===== src/rtl/chs_pkg.sv =====
// Shared definitions for the chip hop sequencer.
// Assumes shift-register widths between 3 and 8 bits for the tap table.
package chs_pkg;

    // Packed chip configuration: chip count above, samples per chip below.
    typedef struct packed {
        logic [15:0] chips;
        logic [15:0] spc;
    } chip_cfg_t;

    // Tap mask of a maximal-length left-shifting register of width k.
    function automatic logic [15:0] lfsr_tap_mask(input int k);
        logic [15:0] m;
        case (k)
            3:       m = 16'h0006;
            4:       m = 16'h000C;
            5:       m = 16'h0014;
            6:       m = 16'h0030;
            7:       m = 16'h0060;
            8:       m = 16'h00B8;
            default: m = 16'h0030;
        endcase
        return m;
    endfunction

endpackage


===== src/rtl/hop_lfsr.sv =====
// Seeded left-shifting feedback register used to shuffle frequency slots.
// Loads the seed (zero replaced by 1) on load; steps on advance.
// Assumes SLOT_BITS is a width covered by the package tap table.
module hop_lfsr #(
    parameter int SLOT_BITS = 6
) (
    input  logic                 clk,
    input  logic                 rst_n,
    input  logic                 load,
    input  logic [SLOT_BITS-1:0] seed,
    input  logic                 advance,
    output logic [SLOT_BITS-1:0] state
);
    localparam logic [15:0]          TAPS_FULL = chs_pkg::lfsr_tap_mask(SLOT_BITS);
    localparam logic [SLOT_BITS-1:0] TAPS      = TAPS_FULL[SLOT_BITS-1:0];
    localparam logic [SLOT_BITS-1:0] ONE       = {{(SLOT_BITS-1){1'b0}}, 1'b1};

    logic feedback;

    // Feedback bit is the parity of the tapped positions.
    always_comb feedback = ^(state & TAPS);

    // Load, step or hold the register.
    always_ff @(posedge clk) begin
        if (!rst_n) begin
            state <= ONE;
        end else if (load) begin
            state <= (seed == '0) ? ONE : seed;
        end else if (advance) begin
            state <= {state[SLOT_BITS-2:0], feedback};
        end
    end
endmodule


===== src/rtl/hop_timer.sv =====
// Sample and chip counters of one pulse.
// go restarts at chip 0; kill stops without an end event.
// Assumes spc and nch are held steady while active.
module hop_timer #(
    parameter int CNT_W = 16
) (
    input  logic             clk,
    input  logic             rst_n,
    input  logic             go,
    input  logic             kill,
    input  logic [CNT_W-1:0] spc,
    input  logic [CNT_W-1:0] nch,
    output logic             active,
    output logic [CNT_W-1:0] chip_cnt,
    output logic             chip_adv,
    output logic             pulse_end
);
    localparam logic [CNT_W-1:0] ONE = {{(CNT_W-1){1'b0}}, 1'b1};

    logic [CNT_W-1:0] samp_cnt;
    logic             samp_last;
    logic             chip_last;
    logic             quiet;

    // Boundary detection for the current sample and chip.
    always_comb begin
        samp_last = active && (samp_cnt == spc - ONE);
        chip_last = (chip_cnt == nch - ONE);
        quiet     = !go && !kill;
        chip_adv  = samp_last && !chip_last && quiet;
        pulse_end = samp_last && chip_last && quiet;
    end

    // Counter state: restart, stop or step through samples and chips.
    always_ff @(posedge clk) begin
        if (!rst_n) begin
            active   <= 1'b0;
            samp_cnt <= '0;
            chip_cnt <= '0;
        end else if (go) begin
            active   <= 1'b1;
            samp_cnt <= '0;
            chip_cnt <= '0;
        end else if (kill) begin
            active   <= 1'b0;
        end else if (active) begin
            if (samp_last) begin
                samp_cnt <= '0;
                if (chip_last) begin
                    active   <= 1'b0;
                end else begin
                    chip_cnt <= chip_cnt + ONE;
                end
            end else begin
                samp_cnt <= samp_cnt + ONE;
            end
        end
    end
endmodule


===== src/rtl/hop_freq_calc.sv =====
// Combinational chip frequency: base + slot * step, modulo 2^FW.
// USE_MULT selects a plain product or an unrolled shift-add sum.
module hop_freq_calc #(
    parameter int FW        = 32,
    parameter int SLOT_BITS = 6,
    parameter bit USE_MULT  = 1'b1
) (
    input  logic [FW-1:0]        base,
    input  logic [FW-1:0]        step,
    input  logic [SLOT_BITS-1:0] slot,
    output logic [FW-1:0]        freq
);
    logic [FW-1:0] offset;

    generate
        if (USE_MULT) begin : g_mult
            logic [FW-1:0] slot_ext;
            // Product truncated to the accumulator width.
            always_comb begin
                slot_ext = {{(FW-SLOT_BITS){1'b0}}, slot};
                offset   = step * slot_ext;
            end
        end else begin : g_shadd
            logic [FW-1:0] part [SLOT_BITS];
            for (genvar b = 0; b < SLOT_BITS; b++) begin : g_part
                // One shifted copy of the step per slot bit.
                always_comb part[b] = slot[b] ? (step << b) : '0;
            end
            // Sum of the selected partial products.
            always_comb begin
                offset = '0;
                for (int b = 0; b < SLOT_BITS; b++) offset = offset + part[b];
            end
        end
    endgenerate

    // Final offset onto the base frequency.
    always_comb freq = base + offset;
endmodule


===== src/rtl/chip_hop_sequencer.sv =====
// Frequency-hopped chip sequencer. On a valid start it captures the
// configuration and emits, per chip, a frequency word from a shuffled
// slot, plus phase-load strobes. Outputs are registered; freq_word_o
// changes on the cycle chip_first_o marks a new chip and holds after
// the pulse. Assumes CNT_W >= SLOT_BITS.
module chip_hop_sequencer #(
    parameter int FW        = 32,
    parameter int CNT_W     = 16,
    parameter int SLOT_BITS = 6,
    parameter bit USE_MULT  = 1'b1
) (
    input  logic                 clk,
    input  logic                 rst_n,
    input  logic                 start_i,
    input  logic [2*CNT_W-1:0]   cfg_chips_i,
    input  logic [FW-1:0]        base_freq_i,
    input  logic [FW-1:0]        freq_step_i,
    input  logic [SLOT_BITS-1:0] seed_i,
    input  logic [FW-1:0]        start_phase_i,
    input  logic                 phase_reload_i,
    output logic [FW-1:0]        freq_word_o,
    output logic [FW-1:0]        phase_word_o,
    output logic                 phase_load_o,
    output logic [CNT_W-1:0]     chip_index_o,
    output logic                 chip_valid_o,
    output logic                 chip_first_o,
    output logic                 pulse_done_o
);
    localparam logic [CNT_W-1:0]     CNT_ONE  = {{(CNT_W-1){1'b0}}, 1'b1};
    localparam logic [SLOT_BITS-1:0] SLOT_ONE = {{(SLOT_BITS-1){1'b0}}, 1'b1};

    logic [CNT_W-1:0]     cfg_n, cfg_s;
    logic                 cfg_ok, go, kill;
    logic [CNT_W-1:0]     nch_q, spc_q;
    logic [FW-1:0]        base_q, step_q;
    logic                 reload_q;
    logic                 active, chip_adv, pulse_end;
    logic [CNT_W-1:0]     chip_cnt;
    logic [SLOT_BITS-1:0] next_pos, lfsr_state, slot_next;
    logic                 lfsr_adv;
    logic [FW-1:0]        freq_next;

    // Split and qualify the incoming configuration word.
    always_comb begin
        cfg_n  = cfg_chips_i[2*CNT_W-1:CNT_W];
        cfg_s  = cfg_chips_i[CNT_W-1:0];
        cfg_ok = (cfg_n != '0) && (cfg_s != '0) && ((cfg_s & (cfg_s - CNT_ONE)) == '0);
        go     = start_i && cfg_ok;
        kill   = start_i && !cfg_ok;
    end

    // Capture the pulse configuration at a valid start.
    always_ff @(posedge clk) begin
        if (!rst_n) begin
            nch_q    <= '0;
            spc_q    <= '0;
            base_q   <= '0;
            step_q   <= '0;
            reload_q <= 1'b0;
        end else if (go) begin
            nch_q    <= cfg_n;
            spc_q    <= cfg_s;
            base_q   <= base_freq_i;
            step_q   <= freq_step_i;
            reload_q <= phase_reload_i;
        end
    end

    hop_timer #(
        .CNT_W(CNT_W)
    ) u_timer (
        .clk      (clk),
        .rst_n    (rst_n),
        .go       (go),
        .kill     (kill),
        .spc      (spc_q),
        .nch      (nch_q),
        .active   (active),
        .chip_cnt (chip_cnt),
        .chip_adv (chip_adv),
        .pulse_end(pulse_end)
    );

    // Slot of the next chip: 0 at the start of each slot group, else the shuffle state.
    always_comb begin
        next_pos  = chip_cnt[SLOT_BITS-1:0] + SLOT_ONE;
        slot_next = (next_pos == '0) ? '0 : lfsr_state;
        lfsr_adv  = chip_adv && (next_pos != '0);
    end

    hop_lfsr #(
        .SLOT_BITS(SLOT_BITS)
    ) u_lfsr (
        .clk    (clk),
        .rst_n  (rst_n),
        .load   (go),
        .seed   (seed_i),
        .advance(lfsr_adv),
        .state  (lfsr_state)
    );

    hop_freq_calc #(
        .FW       (FW),
        .SLOT_BITS(SLOT_BITS),
        .USE_MULT (USE_MULT)
    ) u_freq (
        .base(base_q),
        .step(step_q),
        .slot(slot_next),
        .freq(freq_next)
    );

    // Registered chip words and strobes.
    always_ff @(posedge clk) begin
        if (!rst_n) begin
            freq_word_o  <= '0;
            phase_word_o <= '0;
            phase_load_o <= 1'b0;
            chip_first_o <= 1'b0;
            pulse_done_o <= 1'b0;
        end else begin
            chip_first_o <= go || chip_adv;
            phase_load_o <= go || (chip_adv && reload_q);
            pulse_done_o <= pulse_end;
            if (go) begin
                freq_word_o  <= base_freq_i;
                phase_word_o <= start_phase_i;
            end else if (chip_adv) begin
                freq_word_o  <= freq_next;
            end
        end
    end

    // Counter state seen directly at the ports.
    always_comb begin
        chip_valid_o = active;
        chip_index_o = chip_cnt;
    end
endmodule


===== config.mk =====
export PLATFORM = sky130hd
export DESIGN_NAME = chip_hop_sequencer
export DESIGN_NICKNAME = d
export VERILOG_FILES = /design/src/rtl/chs_pkg.sv /design/src/rtl/hop_lfsr.sv /design/src/rtl/hop_timer.sv /design/src/rtl/hop_freq_calc.sv /design/src/rtl/chip_hop_sequencer.sv
export SDC_FILE = /design/constraint.sdc
export NUM_CORES = 1
export LEC_CHECK = 0
export BUFFER_PORTS_ARGS = -buffer_cell sky130_fd_sc_hd__buf_2
export CAP_MARGIN = 20
export CORE_MARGIN = 4
export CORE_UTILIZATION = 59
export DETAILED_ROUTE_END_ITERATION = 6
export PLACE_DENSITY_LB_ADDON = 0.2
export SYNTH_ARGS = -nofsm -noshare
export SYNTH_HDL_FRONTEND = slang
export SYNTH_SLANG_ARGS = --single-unit

===== constraint.sdc =====
create_clock -name clk -period 7.89 [get_ports clk]
set_clock_uncertainty 0.05 [all_clocks]
set_input_delay 2.367 -clock clk [delete_from_list [all_inputs] [get_ports clk]]
set_output_delay 2.367 -clock clk [all_outputs]
set_load 0.01 [all_outputs]

==> run_results.csv <==
group,metric,value,unit
outcome,outcome,"completed",
clocking,cts_buffers,23,
critical_path,worstSetupStartpoint,"u_timer.chip_cnt[0]",
critical_path,critical_path_required,8.27,ns
final_layout,final_nets,2385,
pwr,p_leak,8.22,nW
sta,finalSetupTns,0,ns
floorplanning,start_util,60.7,%
routing,vias,14000,
flow_run,drv_cap,0,
routing,dr.pass1.iters,5,
floorplanning,rows,58,
global_routing,grt_usage,28.8,%
final_layout,area_growth,12.5,%
clocking,ctsHtreeMaxLevel,1,
critical_path,crit_chain,"and2_1 > nand4_1 > xnor2_1 > nand3_4 > buf_4 > and3_1 > fa_1 > fa_1 > fa_1 > inv_1 > fa_1 > inv_1 > ha_1 > a2111oi_0 > nand2b_1 > o21ai_0 > a21o_1 > o211ai_1 > a211o_1 > xor2_1 > a21boi_0 > a211oi_1",
sta,setup_viol,0,
clocking,ctsResizeCount,0,
pwr,fin_total_pwr,2.13,mW
routing,final_antenna_net_count,0,
final_layout,drive_gt1_share,14.6,%
floorplanning,die_area,28900,sq um
placement,dp_cells,2371,
clocking,clock_latency,0.52,ns
pwr,power.switching,474,uW
yosys,async_reset_ff_share,0,%
critical_path,worstPathMaxFanout,65,
floorplanning,fp.dieW,170,um
pwr,power_density,123,nW/um^2
yosys,ys_warn_count,0,
pwr,combPwrFrac,3.3,%
global_routing,grt_pass1_wl,68500,um
pwr,swShare,22.2,%
clocking,post_cts_buffers,0,
critical_path,arrival,7.20,ns
sta,maxSlewHeadroom,31.3,%
final_layout,final_cell_count_no_fill,2412,
placement,port_buffers,221,
yosys,synth_edf_count,0,
clocking,cts_tree,"built",
final_layout,layout_common_cells,"nand2_1 (351), buf_2 (221), dfxtp_1 (203), a21oi_1 (183), inv_1 (182)",
global_routing,grt_pass1_vias,13700,
floorplanning,die_y,170,um
yosys,syn_area,15500,sq um
routing,via_per_inst,5.79,
critical_path,cpPeakStageDelay,0.65,ns
clocking,path_clk_slew,0.06,ns
global_routing,grt_max_degree,100,
global_routing,met1_usage,35.1,%
global_routing,grt_remaining_overflow,0,
clocking,hold_buffers,0,
floorplanning,ios,222,
critical_path,cp_common_cell,"fa_1",
yosys,synth.distinct_cells,67,
sta,worst_pin_slew,1.02,ns
sta,timing.final.crit_share,86.4,%
critical_path,r2r-start,"u_timer.chip_cnt[0]",
global_routing,antenna_found_initial,3,
placement,place_hpwl,32000,um
yosys,synth_nets,2237,
yosys,synth-seq-cells,203,
hold_path,hp-start,"phase_word_o[31]",
pwr,irDropWorstVdd,0.167,mV
sta,drv_slew,0,
global_routing,use_met2,51.0,%
global_routing,globalRoute.busiestLayer,"met2",
yosys,synth_cells,1918,
routing,wl,42500,um
critical_path,worstSetupEndpointType,"flop",
critical_path,crit_type,"flop to flop",
placement,place.gp.congestion,0.960,
hold_path,hold_path_class,"flop to flop",
clocking,clock-root-buffer,"clkbuf_16",
pwr,pwr-share-seq,48.1,%
yosys,avgSynthCellArea,8.06,sq um
sta,fmax,0.147,GHz
floorplanning,coreArea,25500,sq um
critical_path,crit_path_top_delay_cell,"a2111oi_0",
final_layout,n_fill_cell,2173,
clocking,ctsLongestPathBuffers,3,
sta,hold_violations,0,
sta,rsz0062_at_grt,"no",
routing,drt_iter0_markers,793,
critical_path,startpoint_type,"flop",
global_routing,met3_usage,4.79,%
routing,drc,0,
pwr,intPower,1.66,mW
final_layout,final_common_cell,"nand2_1",
yosys,synth_flop_cell,"dfxtp_1",
routing,drt-wirelength-per-cell,17.6,um
sta,final.min_clock_period,6.82,ns
yosys,ys_seq_area_share,26.3,%
pwr,clkPwrFrac,48.7,%
clocking,clock-sinks,203,
==> cells in the mapped netlist (all sizes together), types with 8 or more instances <==
library cell | instances | area share, %
inv | 183 | 4.4
ha | 44 | 3.6
xor2 | 36 | 2.0
a211oi | 22 | 1.1
a21oi | 183 | 5.9
a31oi | 8 | 0.36
clkbuf | 88 | 2.1
nor4 | 27 | 1.4
dfxtp | 203 | 26
o211ai | 11 | 0.53
xnor2 | 61 | 3.5
nand2 | 351 | 8.5
nand2b | 10 | 0.40
and3 | 158 | 6.4
o21ai | 49 | 1.6
a21o | 14 | 0.68
nand4 | 19 | 0.81
or3 | 16 | 0.68
or4 | 10 | 0.53
nor3 | 30 | 0.97
nand3 | 33 | 1.1
and2 | 17 | 0.69
mux2i | 13 | 0.84
fa | 137 | 18
buf | 24 | 0.81
nor2 | 84 | 2.0
==> routing by layer <==
metal  part of all wire, %  wire length, um
met3                   6.3             2700
met5                 0.056               24
met4                   4.0             1720
met1                    39            16600
met2                    51            21500
==> metrics by stage <==
step / hold slack, ns / util [%] / setup slack, ns / instance area, sq um
2_1_floorplan: 0.382 / - / 1.70 / 15500
3_3_place_gp: 0.385 / 65.4 / 1.31 / 16700
3_5_place_dp: 0.390 / 65.4 / 1.11 / 16700
4_1_cts: 0.398 / 68.3 / 1.08 / 17400
5_1_grt: 0.417 / 68.3 / 0.588 / 17400
6_report: 0.397 / 68.3 / 1.07 / 17400
==> power by group through the flow <==
| stage | sequential [mW] | clock, mW | combinational [mW] |
|---|---|---|---|
| CTS | 1.02 | 1.05 | 0.0693 |
| detailed placement | 1.05 | 0 | 0.0689 |
| floorplan | 1.05 | 0 | 0.0216 |
| global placement | 1.05 | 0 | 0.0680 |
| finish | 1.03 | 1.04 | 0.0698 |
| global route | 1.02 | 1.10 | 0.0765 |
==> cell type report <==
class	instances	area (sq um)	area share, %
tap	330	413	2.37
clock buffer	32	649	3.73
inverter	183	689	3.96
antenna	1	2.50	0.0144
sequential	203	4060	23.4
clock inverter	8	73.8	0.424
timing repair buffer	235	1210	6.96
multi-input combinational	1420	10300	59.2
==> cell families (layout without fill, tap and decap cells) <==
kind of cell	Yosys count	count (layout)	share of synthesized area [%]
AND/OR/NAND/NOR	777	777	24.7
AO/OA/AOI/OAI	350	350	13.8
buffers and inverters	295	458	7.39
flip-flops	203	203	26.3
adder cells (fa/ha/maj)	181	181	21.3
XOR/XNOR	97	97	5.49
multiplexers	15	15	0.987
other	0	1	0
==> flip-flops by register name, summed over array words and instances (netlist names) <==
| signal | flops |
|---|---|
| phase_word_o | 32 |
| nch_q | 16 |
| u_timer.active | 1 |
| u_lfsr.state | 6 |
| step_q | 32 |
| freq_word_o | 32 |
| u_timer.chip_cnt | 16 |
| pulse_done_o | 1 |
| spc_q | 16 |
| reload_q | 1 |
| phase_load_o | 1 |
| base_q | 32 |
| chip_first_o | 1 |
| u_timer.samp_cnt | 16 |
==> critical path, delay by kind of cell (launching register included) <==
kind / cells / cell delay (ns)
DFF: 1 / 0.45
xor gates and xnor gates: 2 / 0.49
buffers and inverters: 3 / 0.40
adders and majority gates: 5 / 2.39
and+or+nand+nor: 5 / 1.08
AOI/OAI and AO/OA: 7 / 1.85
==> path summary, 6_finish.rpt <==
check,depth (start not counted),endpoint,slack (ns)
hold / removal,2,phase_word_o[31],0.40
hold reg to reg,2,phase_word_o[31],0.40
setup reg to reg,22,freq_word_o[28],1.07
setup / recovery,22,freq_word_o[28],1.07
Power figures use the tool's default switching activity.
